===== src/rtl/sm_pkg.sv =====
package sm_pkg;
  localparam int unsigned BYTE_W = 8;
  localparam int unsigned ADDR_W = 3;

  typedef struct packed {
    logic              fifo_rd_n;
    logic              cs_n;
    logic              rd_n;
    logic              wr_n;
    logic [ADDR_W-1:0] addr;
  } ctl_t;

  typedef enum logic [3:0] {
    S_IDLE,
    S_WAIT_HI,
    S_RD_HI,
    S_WAIT_LO,
    S_LO_SETUP,
    S_LO_WR,
    S_LO_HOLD,
    S_GAP,
    S_BYP
  } state_e;
endpackage


===== src/rtl/sm_word_ctr.sv =====
module sm_word_ctr #(
  parameter int unsigned WORDS = 256
) (
  input  logic clk_i,
  input  logic rst_ni,
  input  logic clr_i,
  input  logic inc_i,
  output logic last_o
);
  localparam int unsigned CW = (WORDS > 2) ? $clog2(WORDS) : 1;
  localparam logic [CW-1:0] LAST = CW'(WORDS - 1);

  logic [CW-1:0] cnt_q;

  always_ff @(posedge clk_i or negedge rst_ni) begin
    if (!rst_ni)    cnt_q <= '0;
    else if (clr_i) cnt_q <= '0;
    else if (inc_i) cnt_q <= cnt_q + 1'b1;
  end

  assign last_o = (cnt_q == LAST);


  word_wrap_chk: assert property (@(posedge clk_i) disable iff (!rst_ni)
    inc_i |-> !last_o);
endmodule


===== src/rtl/sm_pulse_timer.sv =====
module sm_pulse_timer #(
  parameter int unsigned CYCLES = 3
) (
  input  logic clk_i,
  input  logic rst_ni,
  input  logic load_i,
  input  logic run_i,
  output logic expired_o
);
  localparam int unsigned TW = (CYCLES > 2) ? $clog2(CYCLES) : 1;
  localparam logic [TW-1:0] LOAD_VAL = TW'(CYCLES - 1);

  logic [TW-1:0] cnt_q;

  always_ff @(posedge clk_i or negedge rst_ni) begin
    if (!rst_ni)                   cnt_q <= '0;
    else if (load_i)               cnt_q <= LOAD_VAL;
    else if (run_i && !expired_o)  cnt_q <= cnt_q - 1'b1;
  end

  assign expired_o = (cnt_q == '0);


  wr_width_chk: assert property (@(posedge clk_i) disable iff (!rst_ni)
    (run_i && !expired_o) |=> run_i);
endmodule


===== src/rtl/sm_ctrl_fsm.sv =====
module sm_ctrl_fsm
  import sm_pkg::*;
#(
  parameter logic [ADDR_W-1:0] DATA_REG_ADDR = '0
) (
  input  logic clk_i,
  input  logic rst_ni,
  input  logic start_i,
  input  logic bypass_i,
  input  logic avail_i,
  input  logic last_word_i,
  input  logic wr_expired_i,
  output ctl_t ctl_o,
  output logic byp_o,
  output logic busy_o,
  output logic done_o,
  output logic hi_load_o,
  output logic cnt_inc_o,
  output logic cnt_clr_o,
  output logic tmr_load_o,
  output logic tmr_run_o
);
  state_e state_q, state_d;

  always_ff @(posedge clk_i or negedge rst_ni) begin
    if (!rst_ni) state_q <= S_IDLE;
    else         state_q <= state_d;
  end

  always_comb begin
    state_d    = state_q;
    done_o     = 1'b0;
    hi_load_o  = 1'b0;
    cnt_inc_o  = 1'b0;
    cnt_clr_o  = 1'b0;
    tmr_load_o = 1'b0;
    tmr_run_o  = 1'b0;
    unique case (state_q)
      S_IDLE: begin
        // bypass wins over start; start is dropped in that case
        if (bypass_i)     state_d = S_BYP;
        else if (start_i) state_d = S_WAIT_HI;
      end
      S_WAIT_HI: if (avail_i) state_d = S_RD_HI;
      S_RD_HI: begin
        hi_load_o = 1'b1;
        state_d   = S_WAIT_LO;
      end
      S_WAIT_LO: if (avail_i) state_d = S_LO_SETUP;
      S_LO_SETUP: begin
        tmr_load_o = 1'b1;
        state_d    = S_LO_WR;
      end
      S_LO_WR: begin
        tmr_run_o = 1'b1;
        if (wr_expired_i) state_d = S_LO_HOLD;
      end
      S_LO_HOLD: state_d = S_GAP;
      S_GAP: begin
        if (last_word_i) begin
          done_o    = 1'b1;
          cnt_clr_o = 1'b1;
          state_d   = S_IDLE;
        end else begin
          cnt_inc_o = 1'b1;
          state_d   = S_WAIT_HI;
        end
      end
      S_BYP: if (!bypass_i) state_d = S_IDLE;
      default: state_d = S_IDLE;
    endcase
  end

  logic rd_window;
  assign busy_o    = (state_q != S_IDLE) && (state_q != S_BYP);
  assign byp_o     = (state_q == S_BYP);
  assign rd_window = (state_q == S_RD_HI) || (state_q == S_LO_SETUP) ||
                     (state_q == S_LO_WR) || (state_q == S_LO_HOLD);

  always_comb begin
    ctl_o.fifo_rd_n = !rd_window;
    ctl_o.cs_n      = !busy_o;
    ctl_o.rd_n      = 1'b1;
    ctl_o.wr_n      = (state_q != S_LO_WR);
    ctl_o.addr      = DATA_REG_ADDR;
  end


  rd_after_avail_chk: assert property (@(posedge clk_i) disable iff (!rst_ni)
    (busy_o && $fell(ctl_o.fifo_rd_n)) |-> $past(avail_i));

  done_single_chk: assert property (@(posedge clk_i) disable iff (!rst_ni)
    done_o |=> (!busy_o && !done_o));

  start_ignored_chk: assert property (@(posedge clk_i) disable iff (!rst_ni)
    (start_i && busy_o && !done_o) |=> busy_o);

  bypass_deferred_chk: assert property (@(posedge clk_i) disable iff (!rst_ni)
    (busy_o && !done_o) |=> !byp_o);
endmodule


===== src/rtl/sm_line_mux.sv =====
module sm_line_mux
  import sm_pkg::*;
(
  input  logic sel_sw_i,
  input  ctl_t eng_i,
  input  ctl_t sw_i,
  output ctl_t out_o
);
  assign out_o = sel_sw_i ? sw_i : eng_i;
endmodule


===== src/rtl/sector_mover.sv =====
module sector_mover
  import sm_pkg::*;
#(
  parameter int unsigned       WORDS         = 256,
  parameter int unsigned       WR_CYCLES     = 3,
  parameter logic [ADDR_W-1:0] DATA_REG_ADDR = '0
) (
  input  logic                clk_i,
  input  logic                rst_ni,
  input  logic                start_i,
  input  logic                bypass_i,
  output logic                busy_o,
  output logic                done_o,
  input  logic                fifo_avail_i,
  input  logic [BYTE_W-1:0]   fifo_data_i,
  output logic                fifo_rd_n_o,
  output logic [2*BYTE_W-1:0] dsk_data_o,
  output logic [ADDR_W-1:0]   dsk_addr_o,
  output logic                dsk_cs_n_o,
  output logic                dsk_rd_n_o,
  output logic                dsk_wr_n_o,
  input  logic                sw_fifo_rd_n_i,
  input  logic [ADDR_W-1:0]   sw_dsk_addr_i,
  input  logic                sw_dsk_cs_n_i,
  input  logic                sw_dsk_rd_n_i,
  input  logic                sw_dsk_wr_n_i
);
  ctl_t eng_ctl, sw_ctl, out_ctl;
  logic byp, hi_load, cnt_inc, cnt_clr, last_word;
  logic tmr_load, tmr_run, tmr_expired;
  logic [BYTE_W-1:0] hi_q;

  sm_ctrl_fsm #(.DATA_REG_ADDR(DATA_REG_ADDR)) u_fsm (
    .clk_i        (clk_i),
    .rst_ni       (rst_ni),
    .start_i      (start_i),
    .bypass_i     (bypass_i),
    .avail_i      (fifo_avail_i),
    .last_word_i  (last_word),
    .wr_expired_i (tmr_expired),
    .ctl_o        (eng_ctl),
    .byp_o        (byp),
    .busy_o       (busy_o),
    .done_o       (done_o),
    .hi_load_o    (hi_load),
    .cnt_inc_o    (cnt_inc),
    .cnt_clr_o    (cnt_clr),
    .tmr_load_o   (tmr_load),
    .tmr_run_o    (tmr_run)
  );

  sm_word_ctr #(.WORDS(WORDS)) u_words (
    .clk_i  (clk_i),
    .rst_ni (rst_ni),
    .clr_i  (cnt_clr),
    .inc_i  (cnt_inc),
    .last_o (last_word)
  );

  sm_pulse_timer #(.CYCLES(WR_CYCLES)) u_wr_tmr (
    .clk_i     (clk_i),
    .rst_ni    (rst_ni),
    .load_i    (tmr_load),
    .run_i     (tmr_run),
    .expired_o (tmr_expired)
  );

  // only the first byte of a pair is stored; the second rides the shared bus
  always_ff @(posedge clk_i or negedge rst_ni) begin
    if (!rst_ni)      hi_q <= '0;
    else if (hi_load) hi_q <= fifo_data_i;
  end

  always_comb begin
    sw_ctl.fifo_rd_n = sw_fifo_rd_n_i;
    sw_ctl.cs_n      = sw_dsk_cs_n_i;
    sw_ctl.rd_n      = sw_dsk_rd_n_i;
    sw_ctl.wr_n      = sw_dsk_wr_n_i;
    sw_ctl.addr      = sw_dsk_addr_i;
  end

  sm_line_mux u_mux (
    .sel_sw_i (byp),
    .eng_i    (eng_ctl),
    .sw_i     (sw_ctl),
    .out_o    (out_ctl)
  );

  assign fifo_rd_n_o = out_ctl.fifo_rd_n;
  assign dsk_cs_n_o  = out_ctl.cs_n;
  assign dsk_rd_n_o  = out_ctl.rd_n;
  assign dsk_wr_n_o  = out_ctl.wr_n;
  assign dsk_addr_o  = out_ctl.addr;
  assign dsk_data_o  = {hi_q, fifo_data_i};


  wr_inside_rd_chk: assert property (@(posedge clk_i) disable iff (!rst_ni)
    (busy_o && !dsk_wr_n_o) |-> !fifo_rd_n_o);

  wr_hold_chk: assert property (@(posedge clk_i) disable iff (!rst_ni)
    (busy_o && $rose(dsk_wr_n_o)) |-> !fifo_rd_n_o);

  word_gap_chk: assert property (@(posedge clk_i) disable iff (!rst_ni)
    (busy_o && $rose(dsk_wr_n_o)) |=> (fifo_rd_n_o && dsk_wr_n_o));

  burst_lines_chk: assert property (@(posedge clk_i) disable iff (!rst_ni)
    busy_o |-> (!dsk_cs_n_o && dsk_rd_n_o && dsk_addr_o == DATA_REG_ADDR));
endmodule


===== config.mk =====
export PLATFORM = sky130hd
export DESIGN_NAME = sector_mover
export DESIGN_NICKNAME = d
export VERILOG_FILES = /design/src/rtl/sm_pkg.sv /design/src/rtl/sm_word_ctr.sv /design/src/rtl/sm_pulse_timer.sv /design/src/rtl/sm_ctrl_fsm.sv /design/src/rtl/sm_line_mux.sv /design/src/rtl/sector_mover.sv
export SDC_FILE = /design/constraint.sdc
export NUM_CORES = 1
export LEC_CHECK = 0
export ABC_AREA = 1
export ABC_CLOCK_PERIOD_IN_PS = 1100
export BUFFER_PORTS_ARGS = -buffer_cell sky130_fd_sc_hd__buf_2
export CAP_MARGIN = 30
export CORE_ASPECT_RATIO = 1.1
export CORE_MARGIN = 1
export CORE_UTILIZATION = 44
export CTS_CLUSTER_SIZE = 14
export DETAILED_ROUTE_END_ITERATION = 6
export GPL_TIMING_DRIVEN = 0
export PLACE_DENSITY = 0.75
export SYNTH_ARGS = -nofsm -noshare
export SYNTH_HDL_FRONTEND = slang
export SYNTH_SLANG_ARGS = --single-unit
export TNS_END_PERCENT = 50

===== constraint.sdc =====
create_clock -name clk_i -period 1.1 [get_ports clk_i]
set_input_delay 0.11 -clock clk_i [delete_from_list [all_inputs] [get_ports clk_i]]
set_output_delay 0.11 -clock clk_i [all_outputs]
set_load 0.02 [all_outputs]

=== Word-level counts from Yosys, hierarchy flattened ===
Cells that the tools add are included.

* Bits in registers: 22
* Input bits: 20
* Output and inout port bits: 25
* Word-level logic and storage cells: 56

* $add $sub $neg: 2
* Eq/ne operators: 16
* Multiplexer cells: 20
* Reductions and logical operators: 14

{| class="wikitable"
|+ Operator list
! kind !! count
|-
| 4-bit one-hot mux with 9 select lines || 1
|-
| 4-bit 2-to-1 mux || 6
|-
| 4-bit by 3-bit == test with 1-bit output, second input constant || 4
|-
| 8-bit 2-to-1 mux || 2
|-
| 8-bit by 1-bit adder with 8-bit output, second input constant || 1
|-
| 4-bit by 2-bit == test with 1-bit output, second input constant || 2
|-
| 8-bit == test, second input constant || 1
|-
| 1-bit 2-to-1 mux || 8
|-
| 7-bit 2-to-1 mux || 1
|-
| 2-bit inequality test, second input constant || 3
|-
| 5-bit AND reduction || 1
|-
| 4-bit by 1-bit == test with 1-bit output, second input constant || 1
|-
| 4-bit == test, second input constant || 1
|-
| 4-bit logical NOT || 1
|-
| 2-bit 2-to-1 mux || 2
|-
| 4-bit by 3-bit inequality test with 1-bit output, second input constant || 1
|-
| 4-bit inequality test, second input constant || 1
|-
| 2-bit nonzero test || 2
|-
| 4-bit nonzero test || 1
|-
| 1-bit logical NOT || 3
|-
| 1-bit logical OR || 3
|-
| 3-bit inequality test, second input constant || 1
|-
| 1-bit logical AND || 2
|-
| 2-bit logical NOT || 1
|-
| other kinds (2) || 2
|}

=== Logic depth before layout (Yosys ltp) ===
* Depth in word-level cells: 6
* Depth in mapped cells: 8
* Gate-level depth less buffers: 8

=== Modules after synthesis ===
From an unflattened synthesis, not the netlist that was laid out.

* Cell total of the unflattened synthesis: 208
* Area, all modules: 1427.6 sq um

{| class="wikitable"
|+ By module, submodules not included
! module !! times used !! cells an instance !! area each (sq um) !! sequential area each (sq um)
|-
| sm_word_ctr || 1 || 61 || 442.9 || 200.2
|-
| sm_ctrl_fsm || 1 || 66 || 409.1 || 100.1
|-
| sector_mover || 1 || 42 || 365.4 || 200.2
|-
| sm_pulse_timer || 1 || 16 || 116.4 || 50.0
|-
| sm_line_mux || 1 || 23 || 93.8 || 0.0
|}

=== Least setup slack after synthesis ===
OpenSTA, ideal clock, no wires.

* Path type: register to output
* Start: register u_fsm.state_q[1]
* End: output dsk_cs_n_o
* Data arrival time: 1.191 ns
* Required time: 0.990 ns
* Setup slack: -0.201 ns
* Cell stages (with the launch flop): 4
* Buffers on the path: 0
* Cell sequence: dfrtp_1 nor2_2 nand2_1 nor2_1

* Word-level cells in the longest chain between the ends: 4
* Elaborated cells between the ends (all ways): 6
* Classes of those cells: eq/ne: 2; mux: 1; reduce/logical: 3

{| class="wikitable"
|+ Ends and longest elaborated chain
! item !! RTL line !! source
|-
| start, declared || sm_ctrl_fsm.sv:23 || <nowiki>state_e state_q, state_d;</nowiki>
|-
| start signal, assigned || sm_ctrl_fsm.sv:27 || <nowiki>else state_q <= state_d;</nowiki>
|-
| 4-bit inequality test or 4-bit nonzero test (tied branches) || sm_ctrl_fsm.sv:75 || <nowiki>assign busy_o = (state_q != S_IDLE) && (state_q != S_BYP);</nowiki>
|-
| 1-bit logical AND (*) || sm_ctrl_fsm.sv:75 ||
|-
| named net busy_o || sector_mover.sv:12 || <nowiki>output logic busy_o,</nowiki>
|-
| 1-bit logical NOT (*) || sm_ctrl_fsm.sv:82 || <nowiki>ctl_o.cs_n = !busy_o;</nowiki>
|-
| 7-bit 2-to-1 mux (*) || sm_line_mux.sv:9 || <nowiki>assign out_o = sel_sw_i ? sw_i : eng_i;</nowiki>
|-
| end, declared || sector_mover.sv:19 || <nowiki>output logic dsk_cs_n_o,</nowiki>
|}

The timed path passes the listed nets; every way through them passes the cells marked *.

=== Final worst setup path ===
* Start: register u_fsm.state_q[0]
* End: output dsk_rd_n_o

* Word-level cells in the longest chain between the ends: 2

{| class="wikitable"
|+ Ends and longest elaborated chain
! item !! RTL line !! source
|-
| 4-bit == test || sm_ctrl_fsm.sv:76 || <nowiki>assign byp_o = (state_q == S_BYP);</nowiki>
|-
| 7-bit 2-to-1 mux || sm_line_mux.sv:9 ||
|-
| end, declared || sector_mover.sv:20 || <nowiki>output logic dsk_rd_n_o,</nowiki>
|}

Every way passes these cells.

==> results.tsv <==
stage	metric	value	unit
clock_network	clk_latency	0.30	ns
global_route	antenna_found_initial	0	
pwr	ir_worst_vdd	2.221	mV
drt	dr_total_vias	1267	
clock_network	cts_tree	yes	
drt	first_pass_iters	4	
timing	slew_violations	0	
worst_setup_path	cp.required	0.99	ns
placed_design	io_buffers	44	
floorplanning	core-area	2567	µm²
global_route	grt_max_degree	23	
layout	diodes	0	
outcome	status	finished with violations	
synth	synth_area	1224	µm²
clock_network	numCtsBuffers	3	
timing	finalSetupViolCount	31	
drt	ant_nets	0	
flow_run	maxCapViolCount	0	
synth	seq_area_frac_synth	44.99	%
timing	slew-limit-headroom	67.74	%
worst_setup_path	endpoint	dsk_rd_n_o	
clock_network	clockRootBuffer	clkbuf_4	
global_route	grt.overflow.total	0	
worst_setup_path	start_kind	register	
floorplanning	die_area	2996	µm²
worst_setup_path	startpoint	u_fsm.state_q[0]	
worst_setup_path	cpPeakStageDelay	0.42	ns
synth	synth_top_area_cell	dfrtp_1	
placed_design	detailed_place_hpwl	1956	µm
worst_setup_path	worstSetupEndpointType	primary output	
worst_setup_path	crit_chain	buf_6 -> nor2_4 -> nand2_4 -> or2_4 -> buf_6	
global_route	grt_pass1_wl	5037	µm
drt	drt_wl_total	3674	µm
floorplanning	fp.dieH	57.31	µm
synth	ys_ff_latch	22	
global_route	grtUsageTotal	23.06	%
timing	holdWs	0.04670	ns
synth	synth_nets	167	
worst_setup_path	crit_slowest_cell	dfrtp_1	
worst_setup_path	critical_path_class	register to primary output	
clock_network	clockBufferDepth	2	
drt	route.detailed.drc	0	
timing	min_period	1.587	ns
floorplanning	initial_utilization	47.66	%
synth	ys_types	24	
pwr	p_leak	1.011	nW
worst_setup_path	r2r-start	u_fsm.state_q[0]	
pwr	fin_total_pwr	5.013	mW
drt	viasPerCell	5.150	
layout	areaGrowthSynthToFinish	57.16	%
clock_network	htree_num_levels	1	
worst_setup_path	crit_arrival	1.48	ns
timing	hold_violations	0	
outcome	violations	negative setup slack	
layout	drive_above_1_share	54.88	%
synth	yosys_warnings	0	
timing	rsz0062_at_grt	yes	
timing	setup_tns	-9.200	ns
synth	yosysTopAreaCellShare	44.99	%
global_route	grt_pass1_vias	1179	
layout	finalNonFillerCells	246	
worst_setup_path	rrSetupSlack	-0.40	ns
pwr	powerDensity	2607	nW/µm²
clock_network	clock_sinks	22	
worst_setup_path	crit_fanout	5	
timing	layout_setup_ws	-0.4872	ns
timing	fmax	630.0	MHz
drt	first_iter_violations	23	
timing	period_share	144.3	%
synth	avgSynthCellArea	8.439	µm²
placed_design	dp_cells	220	
worst_hold_path	worstHoldPathType	input port to register	
clock_network	clk_pin_slew	0.12	ns
worst_hold_path	min-delay-start	fifo_data_i[7]	
floorplanning	io_pins	45	
timing	skew	0.003030	ns
timing	worst_pin_slew	0.4839	ns
layout	nNetsFinal	238	
placed_design	gp_congestion	0.8920	
worst_setup_path	r2r-end	u_fsm.state_q[2]	
synth	syn_inst	145	
worst_setup_path	cpMostUsedCell	buf_6	
floorplanning	die_x	52.28	µm
floorplanning	rows	19	
worst_setup_path	worstRegToRegCells	9	
drt	wl_per_cell	14.93	µm
synth	synthTopCellsByArea	dfrtp_1, nand2_1, mux2_2, nor2_1, nand3_1	
[what timing repair did]
item	in CTS	in global routing
gates resized for setup	30	17
hold endpoints to repair	22	0
gates cloned	0	0
setup buffers	18	3
pin swaps	7	3
hold buffers	1	0
setup endpoints to repair	30	31
[state kept, by name (all words and copies together) (netlist names)]
| name | flops |
|---|---|
| u_words.cnt_q | 8 |
| u_wr_tmr.cnt_q | 2 |
| u_fsm.state_q | 4 |
| hi_q | 8 |
[cell type report]
class / instances / area (µm²)
clock inverters: 1 / 30.03
repair buffers: 66 / 475.5
inverters: 18 / 72.57
clock buffers: 3 / 22.52
flip-flops and latches: 22 / 554.3
plain buffers: 8 / 60.06
multi-input cells: 97 / 669.4
fillers: 179 / 644.4
well taps: 31 / 38.79
[power by group]
part           switching, mW  internal, mW  leakage, nW
logic                   1.64          1.39        0.712
clock network          0.236         0.368       0.0279
registers              0.252          1.13        0.272
[layout by cell type (no fill, tap or decap), types with 2 or more instances in the layout]
cell type,Yosys,layout
inv_2,1,3
inv_1,17,13
nand3_4,0,2
mux2_2,8,8
buf_6,0,14
a22oi_1,2,2
nor2_1,19,10
dfrtp_2,0,3
buf_2,0,35
clkbuf_4,0,3
dfrtp_1,22,19
o21ai_0,4,2
nand3b_1,2,2
o21ai_1,0,2
nor2_2,1,2
nand3_1,13,12
nand2_1,32,27
buf_4,8,23
nor2_4,3,11
nand2_4,1,5
inv_4,0,2
[critical path, delay by kind of cell (launching register included)]
kind          cells  cell delay, ns
simple gates      3            0.49
flops             1            0.42
buf+inv           2            0.27
[how the worst min path moves through the flow]
stage          slack (ns)  cells after the start               end
3_5_place_dp          0.1                      1  u_words.cnt_q[1]
2_1_floorplan       -0.19                      0           hi_q[0]
3_3_place_gp          0.1                      1  u_words.cnt_q[1]
4_1_cts              0.03                      2           hi_q[7]
6_report             0.05                      2           hi_q[7]
5_1_grt              0.01                      2           hi_q[7]
[synth_stat cells]
cell type and n:
and3_1 1, a22oi_1 2, a21oi_1 1, nor2_2 1
nand3b_1 2, nand3_2 2, or2_1 1, xnor2_1 1
nand4_1 1, nor3_1 1, ha_1 2, nor2_4 3
nand2_4 1, nand3_1 13, buf_4 8, a21boi_0 1
inv_2 1, o211ai_1 1, inv_1 17, nand2_1 32
mux2_2 8, o21ai_0 4, nor2_1 19, dfrtp_1 22
[routing by layer]
| layer | vias up | track usage (%) | wire length (µm) |
|---|---|---|---|
| met3 | 20 | 3.733 | 153 |
| met2 | 54 | 43.94 | 2098 |
| met5 | - | 0 | 0 |
| met1 | 593 | 24.22 | 1246 |
| li1 | 600 | - | - |
| met4 | 0 | 9.023 | 175 |
[cells by family after synthesis]
logic type	share of synthesized area [%]
compound gates	4.499
xor+xnor	0.7159
fa+ha+maj	2.045
buf+inv	10.43
flops	44.99
mux	7.362
simple gates	29.96
[metrics by stage]
stage	cell area, µm²	worst slack [ns]	utilization [%]
CTS	1834	-0.4348	71.44
finish	1923	-0.4872	74.90
floorplan	1274	-0.09042	-
global placement	1533	-0.2480	59.70
global route	1923	-0.5589	74.90
detailed placement	1533	-0.2676	59.70
Power figures use the tool's default switching activity.
